`config.mk`:
```
export PLATFORM = sky130hd
export DESIGN_NAME = maint_range_seq
export DESIGN_NICKNAME = d
export VERILOG_FILES = /design/src/rtl/rcs_pkg.sv /design/src/rtl/rcs_align.sv /design/src/rtl/rcs_chunk.sv /design/src/rtl/maint_range_seq.sv
export SDC_FILE = /design/constraint.sdc
export NUM_CORES = 1
export LEC_CHECK = 0
export BUFFER_PORTS_ARGS = -buffer_cell sky130_fd_sc_hd__buf_2
export CAP_MARGIN = 20
export CORE_MARGIN = 2
export CORE_UTILIZATION = 40
export DETAILED_ROUTE_END_ITERATION = 10
export PLACE_DENSITY = 0.63
export REMOVE_ABC_BUFFERS = 1
export SETUP_SLACK_MARGIN = 0.4
export SLEW_MARGIN = 20
export SYNTH_ARGS = -nofsm -noshare
export SYNTH_HDL_FRONTEND = slang
export SYNTH_SLANG_ARGS = --single-unit
```
`constraint.sdc`:
```
create_clock -name clk -period 10.9 [get_ports clk]
set_input_delay 2.18 -clock clk [delete_from_list [all_inputs] [get_ports clk]]
set_output_delay 2.18 -clock clk [all_outputs]
set_load 0.01 [all_outputs]
```
`src/rtl/rcs_pkg.sv`:
```
// Shared codes for the maintenance range chunking sequencer.
// Assumes two-bit operation and command kind fields at the ports.
package rcs_pkg;

    localparam logic [1:0] OP_INV   = 2'd0;
    localparam logic [1:0] OP_CLEAN = 2'd1;
    localparam logic [1:0] OP_FLUSH = 2'd2;

    localparam logic [1:0] KIND_LINE_CI = 2'd0;
    localparam logic [1:0] KIND_RCLEAN  = 2'd1;
    localparam logic [1:0] KIND_RINV    = 2'd2;

    typedef enum logic [2:0] {
        ST_IDLE,
        ST_PLAN,
        ST_HEAD,
        ST_TAIL,
        ST_RCLN,
        ST_RINV,
        ST_BAR
    } seq_state_e;

endpackage

```
`src/rtl/rcs_align.sv`:
```
// Edge alignment for one request.
// It turns a byte range with an exclusive end into a line-aligned running start
// and stop (one extra bit so that the top of the address space can be
// represented), plus the single-line edge work an invalidate needs.
// Assumes LINE_BYTES is a power of two.
module rcs_align
    import rcs_pkg::*;
#(
    parameter int ADDR_W     = 32,
    parameter int LINE_BYTES = 32
) (
    input  logic [1:0]        op,
    input  logic [ADDR_W-1:0] start_a,
    input  logic [ADDR_W-1:0] end_a,
    output logic [ADDR_W:0]   run_start,
    output logic [ADDR_W:0]   run_stop,
    output logic              head_pend,
    output logic              tail_pend,
    output logic [ADDR_W-1:0] head_base,
    output logic [ADDR_W-1:0] tail_base
);

    localparam int             LSB    = $clog2(LINE_BYTES);
    localparam logic [ADDR_W:0] LINE_W = (ADDR_W+1)'(LINE_BYTES);

    logic             empty;
    logic             start_off;
    logic             end_off;
    logic [ADDR_W:0]  s_base;
    logic [ADDR_W:0]  e_base;

    // Derive line bases, edge flags and the aligned running window.
    always_comb begin
        empty     = (end_a <= start_a);
        start_off = |start_a[LSB-1:0];
        end_off   = |end_a[LSB-1:0];
        head_base = {start_a[ADDR_W-1:LSB], {LSB{1'b0}}};
        tail_base = {end_a[ADDR_W-1:LSB], {LSB{1'b0}}};
        s_base    = {1'b0, head_base};
        e_base    = {1'b0, tail_base};
        head_pend = 1'b0;
        tail_pend = 1'b0;
        run_start = '0;
        run_stop  = '0;
        if (!empty) begin
            if (op == OP_INV) begin
                head_pend = start_off;
                tail_pend = end_off;
                run_start = start_off ? (s_base + LINE_W) : s_base;
                run_stop  = e_base;
            end else begin
                run_start = s_base;
                run_stop  = end_off ? (e_base + LINE_W) : e_base;
            end
        end
    end

endmodule

```
`src/rtl/rcs_chunk.sv`:
```
// Chunk boundary selection.
// Given an aligned running address and stop, it returns the exclusive end of
// the next chunk: the nearest of the stop, the size cap and the page boundary.
// Assumes PAGE_BYTES is a power of two and cur is below stop when used.
module rcs_chunk #(
    parameter int ADDR_W      = 32,
    parameter int CHUNK_BYTES = 1024,
    parameter int PAGE_BYTES  = 4096
) (
    input  logic [ADDR_W:0] cur,
    input  logic [ADDR_W:0] stop,
    output logic [ADDR_W:0] chunk_end
);

    localparam logic [ADDR_W:0] CAP   = (ADDR_W+1)'(CHUNK_BYTES);
    localparam logic [ADDR_W:0] PMASK = (ADDR_W+1)'(PAGE_BYTES - 1);
    localparam logic [ADDR_W:0] ONE   = (ADDR_W+1)'(1);

    logic [ADDR_W:0] by_cap;
    logic [ADDR_W:0] by_page;

    // Pick the minimum of the three candidate ends.
    always_comb begin
        by_cap    = cur + CAP;
        by_page   = (cur | PMASK) + ONE;
        chunk_end = stop;
        if (by_cap < chunk_end) begin
            chunk_end = by_cap;
        end
        if (by_page < chunk_end) begin
            chunk_end = by_page;
        end
    end

endmodule

```
`src/rtl/maint_range_seq.sv`:
```
// Maintenance range chunking sequencer (top).
// It takes one range request at a time, issues the edge and range commands
// to the executor over a valid/ready handshake, then requests a barrier and
// pulses done. Between steps it passes through a planning cycle, which
// picks the next step from registered state.
// Assumes the executor holds no ordering constraint beyond in-order acceptance.
module maint_range_seq
    import rcs_pkg::*;
#(
    parameter int ADDR_W      = 32,
    parameter int LINE_BYTES  = 32,
    parameter int CHUNK_BYTES = 1024,
    parameter int PAGE_BYTES  = 4096
) (
    input  logic              clk,
    input  logic              rst_n,
    input  logic              wt_mode,
    input  logic              req_valid,
    output logic              req_ready,
    input  logic [1:0]        req_op,
    input  logic [ADDR_W-1:0] req_start,
    input  logic [ADDR_W-1:0] req_end,
    output logic              cmd_valid,
    input  logic              cmd_ready,
    output logic [1:0]        cmd_kind,
    output logic [ADDR_W-1:0] cmd_first,
    output logic [ADDR_W-1:0] cmd_last,
    output logic              bar_valid,
    input  logic              bar_ready,
    output logic              done
);

    localparam int                LSB      = $clog2(LINE_BYTES);
    localparam int                PAGE_LSB = $clog2(PAGE_BYTES);
    localparam logic [ADDR_W-1:0] LINE_A   = ADDR_W'(LINE_BYTES);
    localparam logic [ADDR_W-1:0] CAP_A    = ADDR_W'(CHUNK_BYTES);

    seq_state_e        state;
    seq_state_e        plan_next;
    logic [1:0]        op_q;
    logic              wt_q;
    logic [ADDR_W:0]   cur_q;
    logic [ADDR_W:0]   stop_q;
    logic              head_q;
    logic              tail_q;
    logic [ADDR_W-1:0] head_base_q;
    logic [ADDR_W-1:0] tail_base_q;
    logic              done_q;

    logic [ADDR_W:0]   al_start;
    logic [ADDR_W:0]   al_stop;
    logic              al_head;
    logic              al_tail;
    logic [ADDR_W-1:0] al_head_base;
    logic [ADDR_W-1:0] al_tail_base;
    logic [ADDR_W:0]   chunk_end;

    logic              has_range;
    logic              want_clean;
    logic              want_inv;
    logic              cmd_fire;

    rcs_align #(
        .ADDR_W     (ADDR_W),
        .LINE_BYTES (LINE_BYTES)
    ) u_align (
        .op        (req_op),
        .start_a   (req_start),
        .end_a     (req_end),
        .run_start (al_start),
        .run_stop  (al_stop),
        .head_pend (al_head),
        .tail_pend (al_tail),
        .head_base (al_head_base),
        .tail_base (al_tail_base)
    );

    rcs_chunk #(
        .ADDR_W      (ADDR_W),
        .CHUNK_BYTES (CHUNK_BYTES),
        .PAGE_BYTES  (PAGE_BYTES)
    ) u_chunk (
        .cur       (cur_q),
        .stop      (stop_q),
        .chunk_end (chunk_end)
    );

    // Decode which range sub-commands the held request needs.
    always_comb begin
        has_range  = (cur_q < stop_q);
        want_clean = !wt_q && (op_q != OP_INV);
        want_inv   = (op_q != OP_CLEAN);
    end

    // Choose the next step: edges first, then chunks, then the barrier.
    always_comb begin
        if (head_q) begin
            plan_next = ST_HEAD;
        end else if (tail_q) begin
            plan_next = ST_TAIL;
        end else if (has_range && want_clean) begin
            plan_next = ST_RCLN;
        end else if (has_range && want_inv) begin
            plan_next = ST_RINV;
        end else begin
            plan_next = ST_BAR;
        end
    end

    // Drive the command port from the current step.
    always_comb begin
        cmd_valid = 1'b0;
        cmd_kind  = KIND_RINV;
        cmd_first = cur_q[ADDR_W-1:0];
        cmd_last  = chunk_end[ADDR_W-1:0] - LINE_A;
        unique case (state)
            ST_HEAD: begin
                cmd_valid = 1'b1;
                cmd_kind  = KIND_LINE_CI;
                cmd_first = head_base_q;
                cmd_last  = head_base_q;
            end
            ST_TAIL: begin
                cmd_valid = 1'b1;
                cmd_kind  = KIND_LINE_CI;
                cmd_first = tail_base_q;
                cmd_last  = tail_base_q;
            end
            ST_RCLN: begin
                cmd_valid = 1'b1;
                cmd_kind  = KIND_RCLEAN;
            end
            ST_RINV: begin
                cmd_valid = 1'b1;
                cmd_kind  = KIND_RINV;
            end
            default: begin
                cmd_valid = 1'b0;
            end
        endcase
    end

    assign req_ready = (state == ST_IDLE);
    assign bar_valid = (state == ST_BAR);
    assign done      = done_q;
    assign cmd_fire  = cmd_valid && cmd_ready;

    // Sequence state, request capture and running address advance.
    always_ff @(posedge clk) begin
        if (!rst_n) begin
            state       <= ST_IDLE;
            op_q        <= OP_INV;
            wt_q        <= 1'b0;
            cur_q       <= '0;
            stop_q      <= '0;
            head_q      <= 1'b0;
            tail_q      <= 1'b0;
            head_base_q <= '0;
            tail_base_q <= '0;
            done_q      <= 1'b0;
        end else begin
            done_q <= 1'b0;
            unique case (state)
                ST_IDLE: begin
                    if (req_valid) begin
                        op_q        <= req_op;
                        wt_q        <= wt_mode;
                        cur_q       <= al_start;
                        stop_q      <= al_stop;
                        head_q      <= al_head;
                        tail_q      <= al_tail;
                        head_base_q <= al_head_base;
                        tail_base_q <= al_tail_base;
                        state       <= ST_PLAN;
                    end
                end
                ST_PLAN: begin
                    state <= plan_next;
                end
                ST_HEAD: begin
                    if (cmd_ready) begin
                        head_q <= 1'b0;
                        state  <= ST_PLAN;
                    end
                end
                ST_TAIL: begin
                    if (cmd_ready) begin
                        tail_q <= 1'b0;
                        state  <= ST_PLAN;
                    end
                end
                ST_RCLN: begin
                    if (cmd_ready) begin
                        if (want_inv) begin
                            state <= ST_RINV;
                        end else begin
                            cur_q <= chunk_end;
                            state <= ST_PLAN;
                        end
                    end
                end
                ST_RINV: begin
                    if (cmd_ready) begin
                        cur_q <= chunk_end;
                        state <= ST_PLAN;
                    end
                end
                ST_BAR: begin
                    if (bar_ready) begin
                        done_q <= 1'b1;
                        state  <= ST_IDLE;
                    end
                end
                default: begin
                    state <= ST_IDLE;
                end
            endcase
        end
    end

    // Idle means nothing is owed to the executor.
    p_idle_quiet_r1: assert property (@(posedge clk) disable iff (!rst_n)
        req_ready |-> (!cmd_valid && !bar_valid));

    // Every command names whole lines.
    p_line_aligned_r2: assert property (@(posedge clk) disable iff (!rst_n)
        cmd_valid |-> (cmd_first[LSB-1:0] == '0 && cmd_last[LSB-1:0] == '0));

    // Range commands respect the size cap.
    p_chunk_cap_r3: assert property (@(posedge clk) disable iff (!rst_n)
        (cmd_valid && cmd_kind != KIND_LINE_CI) |-> ((cmd_last - cmd_first) < CAP_A));

    // Range commands stay inside one page.
    p_one_page_r3: assert property (@(posedge clk) disable iff (!rst_n)
        (cmd_valid && cmd_kind != KIND_LINE_CI) |->
            (cmd_first[ADDR_W-1:PAGE_LSB] == cmd_last[ADDR_W-1:PAGE_LSB]));

    // A flush clean is followed at once by an invalidate of the same span.
    p_flush_pair_r7: assert property (@(posedge clk) disable iff (!rst_n)
        (cmd_fire && cmd_kind == KIND_RCLEAN && op_q != OP_CLEAN) |=>
            (cmd_valid && cmd_kind == KIND_RINV && $stable(cmd_first) && $stable(cmd_last)));

    // Write-through mode never emits a range clean.
    p_wt_no_clean_r8: assert property (@(posedge clk) disable iff (!rst_n)
        (cmd_valid && wt_q) |-> (cmd_kind != KIND_RCLEAN));

    // Done follows an accepted barrier.
    p_done_after_bar_r10: assert property (@(posedge clk) disable iff (!rst_n)
        done |-> $past(bar_valid && bar_ready));

    // A stalled command keeps its fields.
    p_hold_stalled_r11: assert property (@(posedge clk) disable iff (!rst_n)
        (cmd_valid && !cmd_ready) |=>
            (cmd_valid && $stable(cmd_kind) && $stable(cmd_first) && $stable(cmd_last)));

endmodule

```
==> metrics, run 1 <==
synthesized cell area=0.0124 mm2; Reg-to-Reg Start=cur_q[16]$_SDFFE_PN0P_; Worst EP arrival=8.08 ns; core area=0.0305 mm2; Hold Violations, Final=0; Synth async-reset ratio=0%; dpl cells=2168; Layout Nets=1985; pre-CTS WS=0.517 ns; final setup vio count=0; Initial Util=40.6%; CTS sink cnt=124; register area share after synthesis=20.0%; Die X=180 um; post-route cell area=0.0145 mm2; H-tree levels=4; Reg2Reg Setup Slack=3.90 ns; CP dominant cell by count=buf_4; CTS root buffer=clkbuf_16; largest net degree at the start of global routing=90; antenna viol nets, final=0; final core occ=47.4%; Int Pwr=2.16 mW; max-cap viol count=0; worst slew pin tran=1.06 ns; final WL=50300 um; hold buffers post-CTS=0; Die ar.=0.0324 mm2; Reg clk slew, reported paths=0.06 ns; row count=64; relative slew slack=29.1%; via count=13300; average cell area after synthesis=7.33 um2; FF-to-FF End=cur_q[5]$_SDFFE_PN0P_; GRT Overall Usage=30.4%; top cell type's share of synthesized area=20.0%; DR DRC count=0; clock tree from TritonCTS=yes; Antenna Cells=0; # IOs=142; Post-synth EDFFs=0; Placer Congestion=0.979; worst clock skew=0.0108 ns; CTS max path bufs=2; HPWL after DPL=38100 um; first-pass GRT wire length=76700 um; Leak Pwr=6.20 nW; distinct cell type count after synthesis=89; Buffers on Ports=141; Fmax=0.0975 GHz; Max Fanout on Critical Path=14; Net Switching=2.61 mW; CTS Buf Count=17; Worst Path Required=8.72 ns; Mapped Cells=1690; top area cells in the synthesized netlist=dfxtp_1, ha_1, nand2_1; Seq pwr share=12.2%; Crit Path Category=flip-flop to output pin; share of the clock period used by the worst path after layout=94.1%; Die Ht=180 um; sw frac=54.8%; antenna violations before repair=0; Max stage delay on crit path=0.58 ns; hold-critical path endpoint=head_base_q[6]$_SDFFE_PN0P_; post-route worst setup slack=0.643 ns; crit path launch type=flip-flop; Final Non-Filler Cells=2214; Tot Pwr=4.77 mW; synthesis-stage register bit count=124; post-synth top area cell=dfxtp_1; Gate power share=74.7%; Hold Path Origin=head_base_q[6]$_SDFFE_PN0P_; vias per cell=6.00; clk_lat worst skew=0.45 ns; clock network power share=13.2%; area grow syn2layout=16.7%; Hold Path Stages=2; number of global-route vias before repair=12900; crit path max-delay cell type=or4_4; hold crit path type=flip-flop to flip-flop; router iterations before antenna repair=6; fin crit period=10.26 ns; most common flop cell mapped by yosys=dfxtp_1; WL/cell=22.7 um; Crit. End Element=output pin; synthesis warning total=0; share of cells above drive strength 1=16.9%; RSZ-0062 raised after global routing=false; Placed Area=0.0136 mm2; grt ovf=0; cells on worst reg2reg path=23; First DRT Iteration DRCs=1252; pwr dens=330 mW/mm2; max-slew violations=0; VDD IR max=0.000240 V; status=finished, final reports clean
==> power groups by stage <==
stage | logic, mW | registers (mW) | clock network (mW)
floorplan | 2.01 | 0.597 | 0
global placement | 3.39 | 0.587 | 0
detailed placement | 3.38 | 0.589 | 0
CTS | 3.43 | 0.579 | 0.634
global route | 3.79 | 0.590 | 0.653
finish | 3.56 | 0.581 | 0.627
==> logic make-up after synthesis <==
group                    synth area share [%]
XOR/XNOR                                 7.92
multiplexers                             3.65
adder cells (fa/ha/maj)                  10.9
buffers and inverters                    6.48
AO/OA/AOI/OAI                            23.3
flip-flops                               20.0
AND/OR/NAND/NOR                          27.7
==> cells in the mapped netlist (4+ instances only) <==
master and n:
xnor2_1 88, and3_1 27, o21ai_0 34, a21boi_0 48
or3_1 17, and4_1 10, nor2_1 108, buf_2 14
ha_1 108, o21a_1 36, a32oi_1 4, nand4_1 45
inv_1 96, o32ai_1 10, and2_1 18, nand3_1 42
xor2_1 24, nor2b_1 25, a31oi_1 12, mux2i_1 32
dfxtp_1 124, nand2b_1 6, o31ai_1 8, nor3_1 50
o211ai_1 4, a21o_1 29, nor3b_1 4, or2_2 5
o31a_1 11, a211oi_1 21, a32o_1 5, a21oi_1 126
or4_1 24, a22o_1 11, mux2_2 8, nand2_1 237
o41ai_1 6, nor4_1 38, clkbuf_1 78, a311oi_1 5
buf_1 16
==> cell usage in the layout, fill, tap and decap left out, types with 42 or more instances in the layout <==
cell type / netlist / layout
buf_2: 14 / 141
nand4_1: 45 / 45
nor3_1: 50 / 47
nor2_1: 108 / 104
buf_4: 0 / 62
nand2_1: 237 / 235
dfxtp_1: 124 / 120
a21boi_0: 48 / 48
nand3_1: 42 / 42
inv_1: 96 / 96
a21oi_1: 126 / 122
xnor2_1: 88 / 87
ha_1: 108 / 107
==> state kept, by name, indices dropped and copies added (netlist names) <==
register,count
cur_q,33
tail_q,1
wt_q,1
op_q,2
head_base_q,27
head_q,1
done,1
tail_base_q,27
state,3
stop_q,28
==> worst max-delay path, delay by kind of cell, from the launching register on <==
| kind | cells | cell delay [ns] |
|---|---|---|
| AOI/OAI and AO/OA | 11 | 1.97 |
| xor gates and xnor gates | 1 | 0.21 |
| adders and majority gates | 3 | 0.79 |
| buffers and inverters | 6 | 1.09 |
| DFF | 1 | 0.32 |
| and+or+nand+nor | 13 | 3.21 |
==> stage by stage <==
| step | setup TNS (ns) | hold slack, ns |
|---|---|---|
| 2_1_floorplan | -2.91 | 0.432 |
| 3_3_place_gp | 0 | 0.438 |
| 3_5_place_dp | 0 | 0.442 |
| 4_1_cts | 0 | 0.451 |
| 5_1_grt | 0 | 0.468 |
| 6_report | 0 | 0.452 |
==> routing by layer <==
layer	GRT usage, %	part of all wire, %	up-vias
met5	0	0	-
met2	49.1	45	567
met4	12.7	3.9	0
met1	40.1	44	6288
met3	5.19	6.8	108
li1	-	-	6331
==> cell type report <==
class / instances / area (um2)
fill: 3068 / 16100
multi-input combinational: 1359 / 9270
inverter: 98 / 368
sequential: 124 / 2490
timing repair buffer: 205 / 1190
clock buffer: 18 / 439
clock inverter: 14 / 193
tap: 396 / 495
==> what timing repair did <==
action                                 in CTS  in global routing
gates resized for setup                     9                 26
endpoints found under the hold margin       0                  0
pin swaps                                   2                 14
buffers inserted                            2                 12
setup endpoints to repair                   7                 10
==> worst max path at each step <==
stage | startpoint | to | slack [ns] | cells after the start
final | cur_q[16]$_SDFFE_PN0P_ | cmd_last[31] | 0.64 | 34
after global routing | cur_q[16]$_SDFFE_PN0P_ | cmd_last[29] | 0.39 | 35
after CTS | cur_q[19]$_SDFFE_PN0P_ | cmd_last[31] | 0.42 | 32
after detailed placement | cur_q[17]$_SDFFE_PN0P_ | cmd_last[31] | 0.52 | 33
after global placement | cur_q[17]$_SDFFE_PN0P_ | cmd_last[31] | 0.65 | 33
after floorplan | cur_q[14]$_SDFFE_PN0P_ | cmd_last[31] | -0.62 | 27
No activity file was read; power rests on OpenSTA's default activity.
==> inputs of run 2 (changes only) <==
--- a/config.mk
+++ b/config.mk
@@ -16,4 +16,5 @@
 export SLEW_MARGIN = 20
 export SYNTH_ARGS = -nofsm -noshare
 export SYNTH_HDL_FRONTEND = slang
+export SYNTH_HIERARCHICAL = 1
 export SYNTH_SLANG_ARGS = --single-unit
==> metrics, run 2 <==
final WL=43100 um; Max Fanout on Critical Path=20; post-route worst setup slack=0.795 ns; Initial Util=40.6%; CTS sink cnt=139; dpl cells=2322; CTS max path bufs=2; fin crit period=10.10 ns; commonest non-fill, non-tap cell in the layout=nand2_1; average cell area after synthesis=7.37 um2; Post-synth EDFFs=0; distinct cell type count after synthesis=76; largest net degree at the start of global routing=90; post-synth top area cell=dfxtp_1; core area=0.0335 mm2; Die Ht=189 um; share of cells above drive strength 1=14.9%; first-pass GRT wire length=67400 um; count leader, synth=nand2_1; Fillers=3471; RSZ-0062 raised after global routing=false; cells on worst reg2reg path=27; CTS root buffer=clkbuf_16; Mapped Cells=1849; Crit Path Category=flip-flop to output pin; antenna violations before repair=0; hold crit path type=flip-flop to flip-flop; grt ovf=0; status=finished, final reports clean; GRT Overall Usage=23.9%; Worst Path Required=8.72 ns; Final Non-Filler Cells=2358; Crit. End Element=output pin; synthesis-stage register bit count=139; Leak Pwr=6.76 nW; FF-to-FF End=cur_q[28]$_SDFFE_PN0P_; Hold Path Stages=2; clk_lat worst skew=0.44 ns; number of global-route vias before repair=12300; Die ar.=0.0355 mm2; Fmax=0.0990 GHz; Antenna Cells=0; Synth async-reset ratio=0%; Buffers on Ports=141; Final TNS setup=0 ns; max-slew violations=0; DR DRC count=0; pwr dens=334 mW/mm2; top cell type's share of synthesized area=20.4%; share of the clock period used by the worst path after layout=92.7%; WL/cell=18.3 um; hold-critical path endpoint=head_base_q[5]$_SDFFE_PN0P_; row count=67; synthesis warning total=6; top area cells in the synthesized netlist=dfxtp_1, ha_1, nand2_1; clock tree from TritonCTS=yes; synthesized cell area=0.0136 mm2; area grow syn2layout=10.7%; Hold Violations, Final=0; Layout Nets=2092; router iterations before antenna repair=7; vias per cell=5.54; via count=13100; H-tree levels=4; relative slew slack=32.9%; crit path launch type=flip-flop; most frequent cells in the layout=nand2_1, a21oi_1, buf_2; Worst Path Buf+Inv=5; Hold Path Origin=head_base_q[5]$_SDFFE_PN0P_; # IOs=142; VDD IR max=0.000244 V; First DRT Iteration DRCs=1026; CP dominant cell by count=nand4_1; worst clock skew=0.0112 ns; worst slew pin tran=0.997 ns; top flop regs=cur_q (33), stop_q (33); Reg2Reg Setup Slack=4.34 ns; Die X=189 um; Worst path top cell family by delay=simple AND/OR/NAND/NOR gates; Reg clk slew, reported paths=0.06 ns; Placer Congestion=0.947; commonest cells in the synthesized netlist=nand2_1, a21oi_1, nor2_1, dfxtp_1, inv_1; Worst EP arrival=7.92 ns; register area share after synthesis=20.4%; Reg-to-Reg Start=cur_q[22]$_SDFFE_PN0P_; CTS Buf Count=17; final setup vio count=0; Max stage delay on crit path=0.48 ns; antenna viol nets, final=0; max-cap viol count=0; crit path max-delay cell type=or4_4; pre-CTS WS=0.571 ns; most common flop cell mapped by yosys=dfxtp_1; HPWL after DPL=32100 um
## run 2: tightest hold or removal path, delay by kind of cell, from the launching register on
family | cells | cell delay [ns]
flip-flops | 1 | 0.30
AO/OA/AOI/OAI | 1 | 0.06
AND/OR/NAND/NOR | 1 | 0.04
## run 2: layout make-up
cell class	instances	area (um2)	share of cell area, %
multi-input cells	1419	9550	63.3
flip-flops and latches	139	2800	18.5
repair buffers	190	1100	7.30
well taps	448	561	3.72
inverters	131	492	3.26
clock buffers	18	439	2.91
clock inverters	13	144	0.954
## run 2: power by group
group,total (mW),internal (mW),switching [mW]
combinational,3.66,1.48,2.18
sequential,0.790,0.622,0.167
clock,0.595,0.343,0.252
total,5.04,2.44,2.60
## run 2: worst max path at each step
stage,startpoint,to,slack (ns),cells past startpoint
2_1_floorplan,cur_q[12]$_SDFFE_PN0P_,cmd_last[17],-1.65,28
3_3_place_gp,cur_q[13]$_SDFFE_PN0P_,cmd_last[19],0.76,32
3_5_place_dp,cur_q[13]$_SDFFE_PN0P_,cmd_last[31],0.57,31
4_1_cts,cur_q[13]$_SDFFE_PN0P_,cmd_last[17],0.50,32
5_1_grt,cur_q[13]$_SDFFE_PN0P_,cmd_last[19],0.33,34
6_report,cur_q[22]$_SDFFE_PN0P_,cmd_last[17],0.80,33
## run 2: timing repair
item,CTS,global route
hold buffers,0,0
pin swaps,0,5
endpoints found under the hold margin,0,0
resized for setup,5,24
setup endpoints to repair,15,21
buffers inserted,3,2
## run 2: stage by stage
step           cell area [um2]  hold slack, ns  total power [mW]  utilization, %
4_1_cts                  15000           0.462              4.95            44.6
2_1_floorplan            12700           0.439              2.97               -
6_report                 15100           0.460              5.04            45.0
5_1_grt                  15100           0.473              5.41            45.0
3_3_place_gp             14300           0.448              4.24            42.8
3_5_place_dp             14300           0.454              4.29            42.8
## run 2: logic make-up after synthesis
group,count (synthesis),share of synthesized area (%)
AOI/OAI and AO/OA,415,20.4
xor gates and xnor gates,110,7.07
adders and majority gates,122,11.2
and+or+nand+nor,667,23.4
buffers and inverters,310,11.2
other,1,0.0275
muxes,85,6.26
DFF,139,20.4
## run 2: metal layers
layer | GRT usage, % | vias up | part of all wire (%) | routed length (um)
met5 | 0 | - | 0 | 0
met1 | 32.5 | 6224 | 46 | 19800
met4 | 9.25 | 0 | 3.6 | 1560
met3 | 2.78 | 78 | 5.0 | 2150
li1 | - | 6381 | - | -
met2 | 38.6 | 390 | 45 | 19600
